==> config.mk <==
export PLATFORM = sky130hd
export DESIGN_NAME = tmr16_timer
export DESIGN_NICKNAME = d
export VERILOG_FILES = /design/src/rtl/tmr16_pkg.sv /design/src/rtl/tmr16_regif.sv /design/src/rtl/tmr16_counter.sv /design/src/rtl/tmr16_match.sv /design/src/rtl/tmr16_timer.sv
export SDC_FILE = /design/constraint.sdc
export NUM_CORES = 1
export LEC_CHECK = 0
export CORE_MARGIN = 2
export CORE_UTILIZATION = 45
export CTS_CLUSTER_DIAMETER = 50
export DETAILED_ROUTE_END_ITERATION = 6
export GPL_TIMING_DRIVEN = 0
export PLACE_DENSITY = 0.64
export SLEW_MARGIN = 5
export SYNTH_ARGS = -nofsm -noshare
export SYNTH_HDL_FRONTEND = slang
export SYNTH_SLANG_ARGS = --single-unit
==> constraint.sdc <==
create_clock -name clk_i -period 6.1 [get_ports clk_i]
set_clock_uncertainty 0.05 [all_clocks]
set_input_delay 1.22 -clock clk_i [delete_from_list [all_inputs] [get_ports clk_i]]
set_output_delay 1.22 -clock clk_i [all_outputs]
set_load 0.05 [all_outputs]
==> src/rtl/tmr16_pkg.sv <==
`timescale 1ns/1ps
package tmr16_pkg;
  typedef enum logic [2:0] {
    A_CTRL   = 3'd0,
    A_FLAG   = 3'd1,
    A_CNT_LO = 3'd2,
    A_CNT_HI = 3'd3,
    A_CMP_LO = 3'd4,
    A_CMP_HI = 3'd5
  } reg_addr_e;

  typedef struct packed {
    logic irq_en;
    logic tgl_en;
    logic clr_en;
    logic run;
  } ctrl_t;

  localparam int CTRL_W = $bits(ctrl_t);
endpackage

==> src/rtl/tmr16_regif.sv <==
`timescale 1ns/1ps
module tmr16_regif
  import tmr16_pkg::*;
#(
  parameter int BUS_W = 8,
  parameter int CNT_W = 16
) (
  input  logic             clk_i,
  input  logic             rst_ni,
  input  logic             we_i,
  input  logic             re_i,
  input  logic [2:0]       addr_i,
  input  logic [BUS_W-1:0] wdata_i,
  input  logic [CNT_W-1:0] cnt_i,
  input  logic [CNT_W-1:0] cmp_i,
  input  logic             flag_i,
  output logic [BUS_W-1:0] rdata_o,
  output ctrl_t            ctrl_o,
  output logic [CNT_W-BUS_W-1:0] tmp_o,
  output logic             cnt_ld_o,
  output logic             cmp_ld_o,
  output logic [CNT_W-1:0] ld_val_o,
  output logic             flag_clr_o
);
  localparam int HI_W = CNT_W - BUS_W;

  logic [HI_W-1:0] tmp_q;
  ctrl_t           ctrl_q;
  logic            wr_hi, rd_cnt_lo;

  assign wr_hi     = we_i && (addr_i == A_CNT_HI || addr_i == A_CMP_HI);
  assign rd_cnt_lo = re_i && !we_i && addr_i == A_CNT_LO;

  // shared staging byte: write-high fills it, counter low read snapshots high half
  always_ff @(posedge clk_i or negedge rst_ni) begin
    if (!rst_ni)        tmp_q <= '0;
    else if (wr_hi)     tmp_q <= wdata_i[HI_W-1:0];
    else if (rd_cnt_lo) tmp_q <= cnt_i[CNT_W-1:BUS_W];
  end

  always_ff @(posedge clk_i or negedge rst_ni) begin
    if (!rst_ni)                         ctrl_q <= '0;
    else if (we_i && addr_i == A_CTRL)   ctrl_q <= ctrl_t'(wdata_i[CTRL_W-1:0]);
  end

  assign cnt_ld_o   = we_i && addr_i == A_CNT_LO;
  assign cmp_ld_o   = we_i && addr_i == A_CMP_LO;
  assign ld_val_o   = {tmp_q, wdata_i};
  assign flag_clr_o = we_i && addr_i == A_FLAG && wdata_i[0];
  assign ctrl_o     = ctrl_q;
  assign tmp_o      = tmp_q;

  always_comb begin
    rdata_o = '0;
    unique case (addr_i)
      A_CTRL:   rdata_o = BUS_W'(ctrl_q);
      A_FLAG:   rdata_o = BUS_W'(flag_i);
      A_CNT_LO: rdata_o = cnt_i[BUS_W-1:0];
      A_CNT_HI: rdata_o = BUS_W'(tmp_q);
      A_CMP_LO: rdata_o = cmp_i[BUS_W-1:0];
      A_CMP_HI: rdata_o = BUS_W'(cmp_i[CNT_W-1:BUS_W]);
      default:  rdata_o = '0;
    endcase
  end
endmodule

==> src/rtl/tmr16_counter.sv <==
`timescale 1ns/1ps
module tmr16_counter #(
  parameter int CNT_W = 16
) (
  input  logic             clk_i,
  input  logic             rst_ni,
  input  logic             ld_i,
  input  logic [CNT_W-1:0] ld_val_i,
  input  logic             step_i,
  input  logic             clr_i,
  output logic [CNT_W-1:0] cnt_o
);
  logic [CNT_W-1:0] cnt_q;

  // CPU load wins over counting; clear-on-match replaces the step
  always_ff @(posedge clk_i or negedge rst_ni) begin
    if (!rst_ni)     cnt_q <= '0;
    else if (ld_i)   cnt_q <= ld_val_i;
    else if (step_i) cnt_q <= clr_i ? '0 : cnt_q + CNT_W'(1);
  end

  assign cnt_o = cnt_q;
endmodule

==> src/rtl/tmr16_match.sv <==
`timescale 1ns/1ps
module tmr16_match #(
  parameter int CNT_W = 16
) (
  input  logic             clk_i,
  input  logic             rst_ni,
  input  logic             ld_i,
  input  logic [CNT_W-1:0] ld_val_i,
  input  logic [CNT_W-1:0] cnt_i,
  input  logic             step_i,
  input  logic             tgl_en_i,
  input  logic             flag_clr_i,
  output logic [CNT_W-1:0] cmp_o,
  output logic             hit_o,
  output logic             flag_o,
  output logic             wave_o
);
  logic [CNT_W-1:0] cmp_q;
  logic             flag_q, wave_q, hit;

  assign hit = step_i && (cnt_i == cmp_q);

  always_ff @(posedge clk_i or negedge rst_ni) begin
    if (!rst_ni)   cmp_q <= '0;
    else if (ld_i) cmp_q <= ld_val_i;
  end

  // set beats clear
  always_ff @(posedge clk_i or negedge rst_ni) begin
    if (!rst_ni)         flag_q <= 1'b0;
    else if (hit)        flag_q <= 1'b1;
    else if (flag_clr_i) flag_q <= 1'b0;
  end

  always_ff @(posedge clk_i or negedge rst_ni) begin
    if (!rst_ni)              wave_q <= 1'b0;
    else if (hit && tgl_en_i) wave_q <= ~wave_q;
  end

  assign cmp_o  = cmp_q;
  assign hit_o  = hit;
  assign flag_o = flag_q;
  assign wave_o = wave_q;
endmodule

==> src/rtl/tmr16_timer.sv <==
`timescale 1ns/1ps
module tmr16_timer
  import tmr16_pkg::*;
#(
  parameter int BUS_W = 8,
  parameter int CNT_W = 16
) (
  input  logic             clk_i,
  input  logic             rst_ni,
  input  logic             tick_i,
  input  logic             bus_we_i,
  input  logic             bus_re_i,
  input  logic [2:0]       bus_addr_i,
  input  logic [BUS_W-1:0] bus_wdata_i,
  output logic [BUS_W-1:0] bus_rdata_o,
  output logic             irq_o,
  output logic             wave_o
);
  localparam int HI_W = CNT_W - BUS_W;

  ctrl_t            ctrl_q;
  logic [HI_W-1:0]  tmp_q;
  logic [CNT_W-1:0] cnt_q, cmp_q, ld_val;
  logic             cnt_ld, cmp_ld, flag_clr, flag_q, hit, step, wave_q;

  assign step = ctrl_q.run && tick_i;

  tmr16_regif #(.BUS_W(BUS_W), .CNT_W(CNT_W)) u_regif (
    .clk_i      (clk_i),
    .rst_ni     (rst_ni),
    .we_i       (bus_we_i),
    .re_i       (bus_re_i),
    .addr_i     (bus_addr_i),
    .wdata_i    (bus_wdata_i),
    .cnt_i      (cnt_q),
    .cmp_i      (cmp_q),
    .flag_i     (flag_q),
    .rdata_o    (bus_rdata_o),
    .ctrl_o     (ctrl_q),
    .tmp_o      (tmp_q),
    .cnt_ld_o   (cnt_ld),
    .cmp_ld_o   (cmp_ld),
    .ld_val_o   (ld_val),
    .flag_clr_o (flag_clr)
  );

  tmr16_counter #(.CNT_W(CNT_W)) u_counter (
    .clk_i    (clk_i),
    .rst_ni   (rst_ni),
    .ld_i     (cnt_ld),
    .ld_val_i (ld_val),
    .step_i   (step),
    .clr_i    (hit && ctrl_q.clr_en),
    .cnt_o    (cnt_q)
  );

  tmr16_match #(.CNT_W(CNT_W)) u_match (
    .clk_i      (clk_i),
    .rst_ni     (rst_ni),
    .ld_i       (cmp_ld),
    .ld_val_i   (ld_val),
    .cnt_i      (cnt_q),
    .step_i     (step),
    .tgl_en_i   (ctrl_q.tgl_en),
    .flag_clr_i (flag_clr),
    .cmp_o      (cmp_q),
    .hit_o      (hit),
    .flag_o     (flag_q),
    .wave_o     (wave_q)
  );

  assign irq_o  = flag_q && ctrl_q.irq_en;
  assign wave_o = wave_q;
endmodule

==> results_dict.tcl <==
set metrics [dict create \
    outcome "finished, final reports clean" \
    max_cap_violations 0 \
    yosysTopAreaCell "dfrtp_1" \
    relSlewSlack 0.338 \
    clk_transition_reported_paths_ps 80 \
    synth_cell_types 42 \
    p_per_area_mw_per_mm2 350 \
    multi_input_area_mm2 0.00153 \
    clock_sinks 46 \
    final_common_cell "dfrtp_1" \
    seq_area_mm2 0.00115 \
    netSwitchingPower_uw 442 \
    max-vdd-ir-drop_mv 0.136 \
    seqPwrFrac 0.473 \
    finalWirelength_um 7290 \
    num_rows 28 \
    p_leak_uw 0.00128 \
    sw_frac_of_total 0.393 \
    cts_hold_buf 0 \
    post_drt_wl_per_cell_um 19.0 \
    hold_viol_final 0 \
    clockRootBuffer "clkbuf_8" \
    pwr-share-comb 0.353 \
    critPathMaxFanout 10 \
    fmax_mhz 190 \
    drt-pass1-iter-count 4 \
    grt_pass1_wl_um 11700 \
    cts_resized 0 \
    layout_common_cells "dfrtp_1, nand2_1, clkdlybuf4s50_1" \
    period_needed_ps 5280 \
    syn-instance-count 275 \
    gp_congestion 0.899 \
    fin_util 0.542 \
    via_count 2292 \
    setup-tns-final_ps 0 \
    overflow 0 \
    die_w_um 82.3 \
    numCtsBuffers 5 \
    syn_to_final_growth_pct 16.3 \
    ctsHtreeMaxLevel 2 \
    ant_nets 0 \
    post-cts-setup-buffers 0 \
    finalCritPeriodShare 0.865 \
    io_buffers 25 \
    cp.required_ps 4830 \
    critPathCaptureType "output port" \
    core_area_mm2 0.00592 \
    rsz0062_at_grt "no" \
    n_antenna_cell 0 \
    clk_latency_ps 310 \
    die-area_mm2 0.00677 \
    hold_path.class "flop to flop" \
    startpoint_type "input port" \
    drv_slew 0 \
    avgViaCountPerCell 5.97 \
    final-setup-viol-count 0 \
    cts_tree "yes" \
    ys_top_cells_by_area "dfrtp_1, mux2_2, mux2i_1, a221o_1, nand2_1" \
    critical_path_class "input port to output port" \
    ys_ff_latch 46 \
    drive_above_1_share 0.139 \
    yosysSeqAreaShare 0.417 \
    avgSynthCellArea_um2 10.0 \
    fill_cells 547 \
    dp_hpwl_um 5410 \
    yosysWarnings 0 \
    grt_start_max_net_pins 25 \
    cts_buffer_depth 2 \
    antenna_found_initial 0 \
    io_pins 26 \
    grtUsageTotal 0.237 \
    syn_nets 292 \
    grt_pass1_vias 2219 \
    drc 0 \
    netlist.area_leader.share 0.417 \
    critical_path_arrival_ps 4010 \
    p_int_uw 682 \
    die_y_um 82.3 \
    nNetsFinal 325 \
    netlist_area_mm2 0.00276 \
    pwr-share-clk 0.174 \
    initial_utilization 0.466 \
    tightest_slew_ps 989 \
    drt_iter0_markers 133 \
]
cells in the mapped netlist:
cell / number
dfrtp_1: 46
nand2_1: 25
nor2_1: 22
mux2_2: 20
mux2i_1: 15
a221o_1: 13
a21o_1: 12
a21oi_1: 12
and2_1: 11
xnor2_1: 9
a22oi_1: 8
clkbuf_1: 8
nand4_1: 8
inv_1: 6
nand3_1: 6
nor3_1: 6
o22ai_1: 5
xor2_1: 5
a211oi_1: 3
buf_2: 3
nand2b_1: 3
nor2b_1: 3
o21ai_0: 3
nor2_2: 2
nor4b_1: 2
o211ai_1: 2
or2_2: 2
a31oi_1: 1
a32o_1: 1
a41oi_4: 1
and3_1: 1
and4_1: 1
buf_1: 1
buf_6: 1
ha_1: 1
nand2_2: 1
nand4b_1: 1
nor4_4: 1
nor4b_4: 1
o21ai_1: 1
o221ai_2: 1
xnor2_2: 1
per-stage QoR:
stage	power [uW]	cell area (um^2)	instances	hold WS (ps)	setup slack (ps)
6_report	1120	3210	384	424	824
3_5_place_dp	934	3120	376	425	821
2_1_floorplan	800	2760	275	426	1980
4_1_cts	1130	3210	384	437	809
3_3_place_gp	925	3100	375	411	849
5_1_grt	1190	3210	384	452	636
worst paths after layout:
check / start / cells past startpoint / endpoint / slack, ps
min in group asynchronous: rst_ni / 1 / u_regif.ctrl_o[0]$_DFFE_PN0P_ / 840
max in group asynchronous: rst_ni / 2 / u_regif.tmp_o[7]$_DFFE_PN0P_ / 4630
hold / removal: u_match.wave_o$_DFFE_PN0P_ / 1 / u_match.wave_o$_DFFE_PN0P_ / 420
setup reg to reg: u_counter.cnt_o[6]$_DFFE_PN0P_ / 6 / u_counter.cnt_o[15]$_DFFE_PN0P_ / 3610
setup / recovery: bus_addr_i[0] / 6 / bus_rdata_o[5] / 820
hold reg to reg: u_match.wave_o$_DFFE_PN0P_ / 1 / u_match.wave_o$_DFFE_PN0P_ / 420
state kept, by name, indices dropped and copies added (netlist names):
signal,flops
u_counter.cnt_o,16
u_match.cmp_o,16
u_match.flag_o,1
u_match.wave_o,1
u_regif.ctrl_o,4
u_regif.tmp_o,8
kinds of logic after synthesis:
kind of cell    after synthesis  share of synthesized area
compound gates               63                      0.177
xor+xnor                     15                     0.0503
fa+ha+maj                     1                    0.00453
buf+inv                      19                     0.0299
flops                        46                      0.417
mux                          35                      0.136
simple gates                 96                      0.185
cell type report:
class	count	share of cell area
multi-input cells	210	0.475
repair buffers	26	0.0827
inverters	6	0.00702
well taps	75	0.0292
flip-flops and latches	46	0.359
plain buffers	13	0.0187
clock inverters	1	0.00156
clock buffers	7	0.0269
critical path: stages:
cell,delay [ps]
clkdlybuf4s50_1,530
buf_1,550
clkbuf_1,540
mux2i_1,160
o22ai_1,170
clkdlybuf4s50_1,830
routing by layer:
metal  vias to the layer above  wire length [um]  track usage
met1                      1139              3380        0.316
met3                        10               341       0.0435
li1                       1079                 -            -
met4                         0               153       0.0900
met5                         -                 0            0
met2                        64              3420        0.381
power groups by stage:
stage	clock, uW	combinational (uW)	sequential (uW)
2_1_floorplan	0	305	495
3_3_place_gp	0	394	531
3_5_place_dp	0	399	535
4_1_cts	200	401	529
5_1_grt	216	431	546
6_report	196	397	531
Note: power is estimated with default switching activity, not from simulation.
